$ cat src/rtl/hexld_pkg.sv
package hexld_pkg;

  typedef enum logic [2:0] {
    ERR_NONE  = 3'd0,
    ERR_CHAR  = 3'd1,
    ERR_UNEXP = 3'd2,
    ERR_SUM   = 3'd3,
    ERR_TYPE  = 3'd4,
    ERR_LEN   = 3'd5
  } errCode_t;

  typedef enum logic [2:0] {
    CC_OTHER,
    CC_HEX,
    CC_BLANK,
    CC_EOL,
    CC_COLON
  } chClass_t;

  typedef enum logic [2:0] {
    ST_IDLE,
    ST_HUNT,
    ST_REC,
    ST_WREQ,
    ST_WSTB,
    ST_WHOLD,
    ST_WGAP
  } ctlState_t;

  // strobes from control to datapath
  typedef struct packed {
    logic     startRec;
    logic     takeNib;
    logic [3:0] nib;
    logic     bumpCol;
    logic     bumpLine;
    logic     setErr;
    errCode_t errVal;
    logic     wrFirst;
    logic     wrAdv;
  } dpCtl_t;

  function automatic chClass_t classify(input logic [7:0] c);
    chClass_t r;
    if (c == 8'h3A)                          r = CC_COLON;
    else if (c == 8'h0D || c == 8'h0A)       r = CC_EOL;
    else if (c == 8'h20 || c == 8'h09)       r = CC_BLANK;
    else if (c >= 8'h30 && c <= 8'h39)       r = CC_HEX;
    else if (c >= 8'h41 && c <= 8'h46)       r = CC_HEX;
    else if (c >= 8'h61 && c <= 8'h66)       r = CC_HEX;
    else                                     r = CC_OTHER;
    return r;
  endfunction

  // low nibble of the character plus 9 maps A-F / a-f onto 10-15
  function automatic logic [3:0] hexVal(input logic [3:0] lo, input logic isDigit);
    return isDigit ? lo : lo + 4'd9;
  endfunction

endpackage

$ cat src/rtl/hexld_dp.sv
module hexld_dp
  import hexld_pkg::*;
#(
  parameter int DEPTH  = 64,
  parameter int LINE_W = 16,
  parameter int COL_W  = 8
) (
  input  logic              clk,
  input  logic              rstN,
  input  dpCtl_t            ctl,
  output logic              nibPend,
  output logic              lenOk,
  output logic              sumOk,
  output logic [7:0]        typeVal,
  output logic              lenZero,
  output logic              lastByte,
  output logic [15:0]       memAddr,
  output logic [7:0]        memData,
  output errCode_t          errCode,
  output logic [LINE_W-1:0] lineCount,
  output logic [COL_W-1:0]  colCount
);

  localparam int IW     = $clog2(DEPTH);
  localparam int CNTW   = 9;               // holds 255 + 5 header/trailer bytes
  localparam int HDR    = 4;
  localparam logic [CNTW-1:0] CNT_MAX = '1;

  logic [3:0]      nibHi;
  logic [CNTW-1:0] byteCnt;
  logic [7:0]      sum;
  logic [7:0]      lenReg;
  logic [15:0]     baseAddr;
  logic [IW-1:0]   wIdx;
  logic [7:0]      bufMem [DEPTH];

  logic [7:0]      newByte;
  logic [CNTW-1:0] dataIdx;
  logic            storeData;

  assign newByte   = {nibHi, ctl.nib};
  assign dataIdx   = byteCnt - CNTW'(HDR);
  assign storeData = ctl.takeNib && nibPend && (byteCnt >= CNTW'(HDR))
                     && (dataIdx < CNTW'(DEPTH));

  always_ff @(posedge clk) begin
    if (!rstN) begin
      nibHi     <= '0;
      nibPend   <= 1'b0;
      byteCnt   <= '0;
      sum       <= '0;
      lenReg    <= '0;
      baseAddr  <= '0;
      typeVal   <= '0;
      wIdx      <= '0;
      errCode   <= ERR_NONE;
      lineCount <= '0;
      colCount  <= '0;
    end else begin
      if (ctl.startRec) begin
        nibPend <= 1'b0;
        byteCnt <= '0;
        sum     <= '0;
        errCode <= ERR_NONE;
      end
      if (ctl.takeNib) begin
        if (!nibPend) begin
          nibHi   <= ctl.nib;
          nibPend <= 1'b1;
        end else begin
          nibPend <= 1'b0;
          sum     <= sum + newByte;
          if (byteCnt != CNT_MAX) byteCnt <= byteCnt + 1'b1;
          case (byteCnt)
            CNTW'(0): lenReg         <= newByte;
            CNTW'(1): baseAddr[15:8] <= newByte;
            CNTW'(2): baseAddr[7:0]  <= newByte;
            CNTW'(3): typeVal        <= newByte;
            default: ;
          endcase
        end
      end
      if (ctl.setErr) errCode <= ctl.errVal;
      if (ctl.bumpLine) begin
        lineCount <= lineCount + 1'b1;
        colCount  <= '0;
      end else if (ctl.bumpCol) begin
        colCount <= colCount + 1'b1;
      end
      if (ctl.wrFirst)    wIdx <= '0;
      else if (ctl.wrAdv) wIdx <= wIdx + 1'b1;
    end
  end

  // record buffer, no reset needed
  always_ff @(posedge clk) begin
    if (storeData) bufMem[dataIdx[IW-1:0]] <= newByte;
  end

  assign lenOk    = (lenReg <= 8'(DEPTH)) && (byteCnt == ({1'b0, lenReg} + CNTW'(HDR + 1)));
  assign sumOk    = (sum == 8'h00);
  assign lenZero  = (lenReg == 8'h00);
  assign lastByte = ({{(CNTW-IW){1'b0}}, wIdx} + 1'b1) == {1'b0, lenReg};
  assign memAddr  = baseAddr + {{(16-IW){1'b0}}, wIdx};
  assign memData  = bufMem[wIdx];

endmodule

$ cat src/rtl/hexld_ctrl.sv
module hexld_ctrl
  import hexld_pkg::*;
(
  input  logic       clk,
  input  logic       rstN,
  input  logic       chValid,
  input  logic [7:0] chData,
  input  logic       busAckN,
  input  logic       memWaitN,
  input  logic       nibPend,
  input  logic       lenOk,
  input  logic       sumOk,
  input  logic [7:0] typeVal,
  input  logic       lenZero,
  input  logic       lastByte,
  output dpCtl_t     ctl,
  output logic       busReqN,
  output logic       memWrN,
  output logic       busy
);

  ctlState_t st, nxt;
  chClass_t  cls;
  logic      inBurst;
  logic      take;

  assign cls     = classify(chData);
  assign inBurst = (st == ST_WREQ) || (st == ST_WSTB) || (st == ST_WHOLD) || (st == ST_WGAP);
  assign take    = chValid && !inBurst;

  always_comb begin
    ctl     = '0;
    ctl.nib = hexVal(chData[3:0], chData[6:4] == 3'b011);
    nxt     = st;
    if (take) begin
      ctl.bumpLine = (cls == CC_EOL);
      ctl.bumpCol  = (cls != CC_EOL);
    end
    case (st)
      ST_IDLE: if (take) begin
        case (cls)
          CC_COLON: begin ctl.startRec = 1'b1; nxt = ST_REC; end
          CC_HEX:   begin ctl.setErr = 1'b1; ctl.errVal = ERR_UNEXP; nxt = ST_HUNT; end
          CC_OTHER: begin ctl.setErr = 1'b1; ctl.errVal = ERR_CHAR;  nxt = ST_HUNT; end
          default: ;
        endcase
      end
      ST_HUNT: if (take && cls == CC_COLON) begin
        ctl.startRec = 1'b1;
        nxt = ST_REC;
      end
      ST_REC: if (take) begin
        case (cls)
          CC_HEX:   ctl.takeNib = 1'b1;
          CC_BLANK: if (nibPend) begin
            ctl.setErr = 1'b1; ctl.errVal = ERR_UNEXP; nxt = ST_HUNT;
          end
          CC_COLON: begin ctl.setErr = 1'b1; ctl.errVal = ERR_UNEXP; nxt = ST_HUNT; end
          CC_OTHER: begin ctl.setErr = 1'b1; ctl.errVal = ERR_CHAR;  nxt = ST_HUNT; end
          CC_EOL: begin
            if (nibPend || !lenOk) begin
              ctl.setErr = 1'b1; ctl.errVal = ERR_LEN; nxt = ST_HUNT;
            end else if (!sumOk) begin
              ctl.setErr = 1'b1; ctl.errVal = ERR_SUM; nxt = ST_HUNT;
            end else if (typeVal == 8'h01) begin
              nxt = ST_IDLE;
            end else if (typeVal != 8'h00) begin
              ctl.setErr = 1'b1; ctl.errVal = ERR_TYPE; nxt = ST_HUNT;
            end else if (lenZero) begin
              nxt = ST_IDLE;
            end else begin
              ctl.wrFirst = 1'b1; nxt = ST_WREQ;
            end
          end
          default: ;
        endcase
      end
      ST_WREQ:  if (!busAckN) nxt = ST_WSTB;
      ST_WSTB:  nxt = ST_WHOLD;
      ST_WHOLD: if (memWaitN) nxt = ST_WGAP;
      ST_WGAP: begin
        ctl.wrAdv = 1'b1;
        nxt = lastByte ? ST_IDLE : ST_WSTB;
      end
      default: nxt = ST_IDLE;
    endcase
  end

  always_ff @(posedge clk) begin
    if (!rstN) st <= ST_IDLE;
    else       st <= nxt;
  end

  assign busReqN = !inBurst;
  assign memWrN  = !((st == ST_WSTB) || (st == ST_WHOLD));
  assign busy    = inBurst;

endmodule

$ cat src/rtl/hexld_loader.sv
module hexld_loader
  import hexld_pkg::*;
#(
  parameter int DEPTH  = 64,
  parameter int LINE_W = 16,
  parameter int COL_W  = 8
) (
  input  logic              clk,
  input  logic              rstN,
  input  logic              chValid,
  input  logic [7:0]        chData,
  output logic              busReqN,
  input  logic              busAckN,
  output logic [15:0]       memAddr,
  output logic [7:0]        memData,
  output logic              memWrN,
  input  logic              memWaitN,
  output logic              busy,
  output logic              errFlag,
  output logic [2:0]        errCode,
  output logic [LINE_W-1:0] lineCount,
  output logic [COL_W-1:0]  colCount
);

  dpCtl_t   ctl;
  logic     nibPend, lenOk, sumOk, lenZero, lastByte;
  logic [7:0] typeVal;
  errCode_t errReg;

  hexld_ctrl u_ctrl (
    .clk(clk), .rstN(rstN), .chValid(chValid), .chData(chData),
    .busAckN(busAckN), .memWaitN(memWaitN),
    .nibPend(nibPend), .lenOk(lenOk), .sumOk(sumOk), .typeVal(typeVal),
    .lenZero(lenZero), .lastByte(lastByte),
    .ctl(ctl), .busReqN(busReqN), .memWrN(memWrN), .busy(busy)
  );

  hexld_dp #(.DEPTH(DEPTH), .LINE_W(LINE_W), .COL_W(COL_W)) u_dp (
    .clk(clk), .rstN(rstN), .ctl(ctl),
    .nibPend(nibPend), .lenOk(lenOk), .sumOk(sumOk), .typeVal(typeVal),
    .lenZero(lenZero), .lastByte(lastByte),
    .memAddr(memAddr), .memData(memData), .errCode(errReg),
    .lineCount(lineCount), .colCount(colCount)
  );

  assign errCode = errReg;
  assign errFlag = (errReg != ERR_NONE);

endmodule

$ cat config.mk
export PLATFORM = sky130hd
export DESIGN_NAME = hexld_loader
export DESIGN_NICKNAME = d
export VERILOG_FILES = /design/src/rtl/hexld_pkg.sv /design/src/rtl/hexld_dp.sv /design/src/rtl/hexld_ctrl.sv /design/src/rtl/hexld_loader.sv
export SDC_FILE = /design/constraint.sdc
export NUM_CORES = 1
export LEC_CHECK = 0
export BUFFER_PORTS_ARGS = -buffer_cell sky130_fd_sc_hd__buf_2
export CORE_MARGIN = 1
export CORE_UTILIZATION = 33
export CTS_CLUSTER_DIAMETER = 30
export DETAILED_ROUTE_END_ITERATION = 8
export PLACE_DENSITY = 0.45
export SLEW_MARGIN = 20
export SYNTH_ARGS = -nofsm -noshare
export SYNTH_HDL_FRONTEND = slang
export SYNTH_SLANG_ARGS = --single-unit
$ cat constraint.sdc
create_clock -name clk -period 6.4 [get_ports clk]
set_input_delay 0.32 -clock clk [delete_from_list [all_inputs] [get_ports clk]]
set_output_delay 0.32 -clock clk [all_outputs]
set_load 0.02 [all_outputs]
After elaboration in Yosys (flattened, before gate mapping)
Memory sizes are Yosys's and may differ from the RTL's. A register that Yosys moved wholly into a read port is not among the register bits.
Index checks and enable logic that the tools add are counted.
{"block": "totals", "out_inout_bits": 55, "reg_bits": 90, "memories": 1, "in_bits": 13, "ramBits": 512}
{"memory": "u_dp.bufMem", "depth": 64, "width": 8, "rd": 1, "rd_ports_with_merged_regs": 1, "write_ports": 1, "line_no": "hexld_dp.sv:35", "source": "logic [7:0] bufMem [DEPTH];"}
{"block": "op_classes", "eq_ne": 32, "reduce_logical": 38, "mux": 63, "n_bitwise": 2, "n_addsub": 10, "magnitude_cmp": 9}
{"op": "3-bit two-way mux", "n": 17}
{"op": "9-bit two-way mux", "n": 4}
{"op": "8-bit by 4-bit == test with 1-bit output (second input constant)", "n": 3}
{"op": "8-bit by 7-bit less-or-equal comparator with 1-bit output (second input constant)", "n": 3}
{"op": "4-bit two-way mux", "n": 6}
{"op": "8-bit two-way mux", "n": 3}
{"op": "3-bit one-hot mux with 7 select lines", "n": 1}
{"op": "1-bit two-way mux", "n": 19}
{"op": "9-bit by 2-bit == test with 1-bit output (second input constant)", "n": 2}
{"op": "16-bit by 1-bit adder with 16-bit output (second input constant)", "n": 1}
{"op": "16-bit by 6-bit adder with 16-bit output", "n": 1}
{"op": "8-bit by 6-bit == test with 1-bit output (second input constant)", "n": 2}
{"op": "8-bit by 7-bit >= comparator with 1-bit output (second input constant)", "n": 2}
{"op": "8-bit zero test", "n": 2}
{"op": "4-bit one-hot mux with 2 select lines", "n": 2}
{"op": "4-bit one-hot mux with 4 select lines", "n": 1}
{"op": "3-bit by 2-bit == test with 1-bit output (second input constant)", "n": 5}
{"op": "3-bit == test (second input constant)", "n": 4}
{"op": "6-bit two-way mux", "n": 2}
{"op": "3-bit AND reduction", "n": 4}
{"op": "5-bit two-way mux", "n": 2}
{"op": "8-bit by 3-bit adder with 9-bit output (second input constant)", "n": 1}
{"op": "9-bit by 1-bit adder with 9-bit output (second input constant)", "n": 1}
{"op": "9-bit by 1-bit == test with 1-bit output (second input constant)", "n": 1}
{"op": "other kinds (35)", "n": 65}

Depth between registers and ports, before layout
{"block": "logic_depth", "depth_word": 17, "ltp_mapped": 12}

Hierarchy
A second synthesis with hierarchy kept.
{"block": "hier_totals", "cells_unflattened": 1633, "area_unflattened_um2": 25654.6}
{"module": "hexld_dp", "cells_per_inst": 1522, "area_each_um2": 24913.9, "instances": 1}
{"module": "hexld_ctrl", "cells_per_inst": 110, "area_each_um2": 734.5, "instances": 1}
{"module": "hexld_loader", "cells_per_inst": 1, "area_each_um2": 6.3, "instances": 1}

Worst setup path after synthesis
OpenSTA, ideal clock, no wires.
{"block": "synth_timing", "kind": "input-to-reg", "from": "input port chData[6]", "to": "register u_dp.sum[7]", "arrival_time_ns": 4.431, "n_path_buf": 0, "path_slack_ns": 1.904, "required_ns": 6.335, "stages": 11, "setup_ns": 0.065, "path_cell_list": "nand3b_4 -> nand2_1 -> xnor2_1 -> ha_1 -> nor2_1 -> nor2_1 -> a2111oi_0 -> o21ai_0 -> nand3b_1 -> mux2_1 -> nor2_1"}
{"item": "start, declared", "line_no": "hexld_loader.sv:11", "source": "input logic [7:0] chData,"}
{"item": "end signal, assigned", "line_no": "hexld_dp.sv:72", "source": "sum <= sum + newByte;"}
{"item": "end, declared", "line_no": "hexld_dp.sv:31", "source": "logic [7:0] sum;"}

==> metrics.json <==
{
  "yosys": {
    "synth-seq-area-share_pct": 67.9,
    "avg_cell_area_syn_um2": 16.7,
    "ys_warn_count": 0,
    "synth-seq-cells": 608,
    "post_synth_instance_area_um2": 25500,
    "post_synth_num_cell_types": 73,
    "synth_enable_flop_cells": 512,
    "synth_fp_nets": 1571,
    "cell_count_after_synthesis": 1525,
    "synth-async-reset-ratio_pct": 0,
    "synth_flop_cell": "edfxtp_1"
  },
  "clock_tree": {
    "postCtsSetupBuffers": 0,
    "cts.sink_count": 608,
    "worst_skew_pair.late_latency_ps": 700,
    "clkTransAtPathRegs_ps": 40,
    "cts_tree": "done",
    "cts-buffers-inserted": 133,
    "clk_path_buf_depth": 3,
    "root_buffer": "clkbuf_16",
    "h-tree-depth": 4
  },
  "sta": {
    "rsz_0062_raised_after_global_routing": "false",
    "post-route-min-period_ps": 4370,
    "max-slew-margin-rel_pct": 26.1,
    "worst_slew_pin_slew_ps": 1110,
    "pins_over_slew_limit": 0,
    "timing.final.setup_violations": 0,
    "post-route-period-util_pct": 68.3,
    "setup_total_negative_slack_ps": 0,
    "fin_worst_skew_ps": 37.3,
    "fmax_ghz": 0.229,
    "number_of_failing_hold_endpoints_at_the_final_stage": 0
  },
  "detailed_routing": {
    "route.detailed.vias_per_inst": 5.06,
    "aggregate_routed_wire_length_mm": 66.2,
    "dr_vias": 14198,
    "drt_first_iter_violations": 959,
    "wl_per_cell_um": 23.6,
    "drc_errors": 0,
    "ant_nets": 0,
    "first_pass_iters": 5
  },
  "pwr": {
    "power.share.clock_pct": 59.6,
    "design_power_total_uw": 11400,
    "sw_frac_of_total_pct": 21.0,
    "share_of_total_power_in_sequential_cells_pct": 38.1,
    "portion_of_total_power_attributed_to_combinational_logic_pct": 2.3,
    "power_leakage_uw": 0.00969,
    "vdd_drop_max_uv": 189,
    "p_int_uw": 9010,
    "total_switching_power_uw": 2400,
    "powerDensity_nw_per_um2": 362
  },
  "critical_path": {
    "reg2reg_depth": 8,
    "worstPathBufferInverterCount": 2,
    "slowest_delay_ps": 820,
    "worst_path_most_repeated_cell": "mux4_2",
    "worst-setup-path-type": "register to output pin",
    "path_cells": "buf_4, mux4_2, mux4_2, mux4_2, buf_2",
    "critical_path.max_fanout": 34,
    "critical_path.top_delay_family": "multiplexers",
    "rr_endpoint": "u_dp.bufMem[60][2]",
    "critPathCaptureType": "output pin",
    "worst_ep_required_time_ps": 6080,
    "crit_path_start_kind": "register",
    "cp_data_arrival_time_ps": 4050,
    "critPathSlowestCell": "dfxtp_4",
    "r2r_setup_slack_ps": 2310,
    "crit-reg2reg-launch": "u_ctrl.st[1]"
  },
  "floorplanning": {
    "core_area_um2": 76200,
    "die_width_um": 280,
    "floorplan.die_area_um2": 78300,
    "floorplan.initialDensity_pct": 33.4,
    "top_level_ports": 68,
    "core.rowCount": 101,
    "die_h_um": 280
  },
  "placed_design": {
    "post-place-cells": 2560,
    "io_buffer_count": 67,
    "placedInstanceArea_um2": 27000,
    "dpl.hpwl_mm": 38.9,
    "gpl.final_weighted_congestion": 0.794
  },
  "layout": {
    "multiInputGateArea_um2": 7770,
    "layout.area.seq_um2": 17300,
    "finalInstanceArea_um2": 31500,
    "n_antenna_cell": 0,
    "flow.area_growth_from_synthesis_pct": 23.8,
    "final_nets": 1714,
    "num-fill-cells": 6871,
    "final_layout_size_suffix_gt1_share_pct": 28.3,
    "final_cells": 2805
  },
  "global_routing": {
    "antenna_found_initial": 0,
    "gr-usage-all-layers_pct": 17.3,
    "grt_first_pass_wirelength_mm": 98.2,
    "grt_start_max_net_pins": 72,
    "globalRouteOverflowTotal": 0,
    "first_global_vias": 14931
  },
  "min_path": {
    "min_delay_worst_endpoint": "u_ctrl.st[2]",
    "worst_hold_path.num_cells": 6,
    "min_path_type": "primary input to register",
    "worst_hold_startpoint": "busAckN"
  },
  "run_status": {
    "status": "completed"
  },
  "run": {
    "maxCapViolCount": 0
  }
}
synth_stat cells (3+ instances only):
cell type  number  area share (%)
o21bai_1        5            0.15
o21ai_1         3           0.059
dfxtp_1        96             7.5
nor2_2          8            0.20
nand3b_1        6            0.18
nand4_1        16            0.39
a21oi_1        63             1.2
and2_1          4           0.098
ha_1           31             1.5
mux2i_1         7            0.28
a22oi_1         4            0.12
inv_1          28            0.41
xnor2_1        46             1.6
nor4_1          4           0.098
edfxtp_1      512              60
o21a_1          4            0.12
a211oi_1        4            0.12
o21ai_0        21            0.41
xor2_1         22            0.76
clkbuf_1       53            0.78
nor4_2          3            0.15
nor2_1        135             2.0
a21o_1          3           0.088
nor2b_1         8            0.20
nor3_1         20            0.39
buf_2          19            0.37
or4_1           6            0.18
nand3_1        55             1.1
o31ai_1         4            0.12
nand2_1        82             1.2
or3_1          12            0.29
buf_1           5           0.074
o211ai_1        3           0.088
a31oi_1         4           0.098
mux4_2        168              15
and3_1         14            0.34
cell families after synthesis:
logic type / Yosys count / synth area share (%)
adders and majority gates: 33 / 1.68
DFF: 608 / 67.9
xor gates and xnor gates: 68 / 2.34
and+or+nand+nor: 389 / 7.56
buffers and inverters: 108 / 1.73
AOI/OAI and AO/OA: 143 / 3.62
muxes: 176 / 15.2
area by class of cell:
cell class,count,share of cell area [%]
clock buffer,167,11.7
clock inverter,75,2.69
inverter,29,0.345
multi-input combinational,809,24.6
sequential,608,54.9
tap,1030,4.09
timing repair buffer,87,1.64
how the worst max path moves through the flow:
stage | depth (start not counted) | startpoint | endpoint | slack, ps
detailed placement | 11 | chData[1] | u_dp.bufMem[12][3] | 2180
global route | 5 | register | memData[2] | 1800
CTS | 5 | register | memData[2] | 1870
finish | 5 | register | memData[2] | 2030
global placement | 11 | chData[1] | u_dp.bufMem[12][3] | 2230
floorplan | 11 | chData[6] | u_dp.sum[7] | 1900
routing by layer:
metal  vias to the layer above  part of all wire [%]  global-route usage [%]  wire (um)
met5                         -                     0                       0          0
met4                         0                   1.9                    5.69       1250
met2                       371                    48                    27.5      31700
met1                      7372                    46                    23.7      30400
li1                       6356                     -                       -          -
met3                        99                   4.2                    3.56       2800
stage by stage:
| step | hold slack, ps | util (%) | setup WS (ps) |
|---|---|---|---|
| 3_3_place_gp | 442 | 35.4 | 2230 |
| 6_report | 308 | 41.4 | 2030 |
| 2_1_floorplan | 433 | - | 1900 |
| 4_1_cts | 229 | 41.4 | 1870 |
| 3_5_place_dp | 455 | 35.4 | 2180 |
| 5_1_grt | 343 | 41.4 | 1800 |
placed cells by master, fill, tap and decap left out, types with 15 or more instances in the layout:
master,n
a21oi_1,63
buf_2,67
buf_4,15
clkbuf_1,20
clkbuf_16,142
clkinv_2,16
dfxtp_1,88
edfxtp_1,512
ha_1,31
inv_1,28
mux4_2,168
nand2_1,82
nand3_1,55
nand4_1,16
nor2_1,135
nor3_1,20
o21ai_0,21
xnor2_1,43
xor2_1,22
worst reg2reg max path: stages, from the launching register on:
cell and delay (ps):
dfxtp_1 660, nor3b_2 310, and2_1 170, nand2_1 160
nor3_1 180, buf_4 220, and3_1 250, nand3_1 820
nor2_1 940
sequential cells by signal, summed over array words and instances, names as in the netlist, named ones only:
register / cells
u_dp.typeVal: 8
u_dp.bufMem: 512
u_dp.sum: 8
u_dp.byteCnt: 9
u_dp.wIdx: 6
u_dp.lenReg: 8
u_dp.baseAddr: 16
u_dp.colCount: 8
u_dp.nibHi: 4
u_ctrl.st: 3
u_dp.lineCount: 16
u_dp.nibPend: 1
u_dp.errCode: 3
power groups by stage:
stage / Combinational, uW / Sequential, uW / Clock [uW]
floorplan: 166 / 4410 / 0
finish: 260 / 4350 / 6810
detailed placement: 262 / 4420 / 0
global placement: 262 / 4420 / 0
CTS: 266 / 4350 / 6920
global route: 285 / 4350 / 7110
timing repair:
| action | 4_1_cts | 5_1_grt |
|---|---|---|
| hold endpoints to repair | 3 | 0 |
| hold buffers | 3 | 0 |
| resized for setup | 0 | 0 |
(Power assumes the default switching activity.)
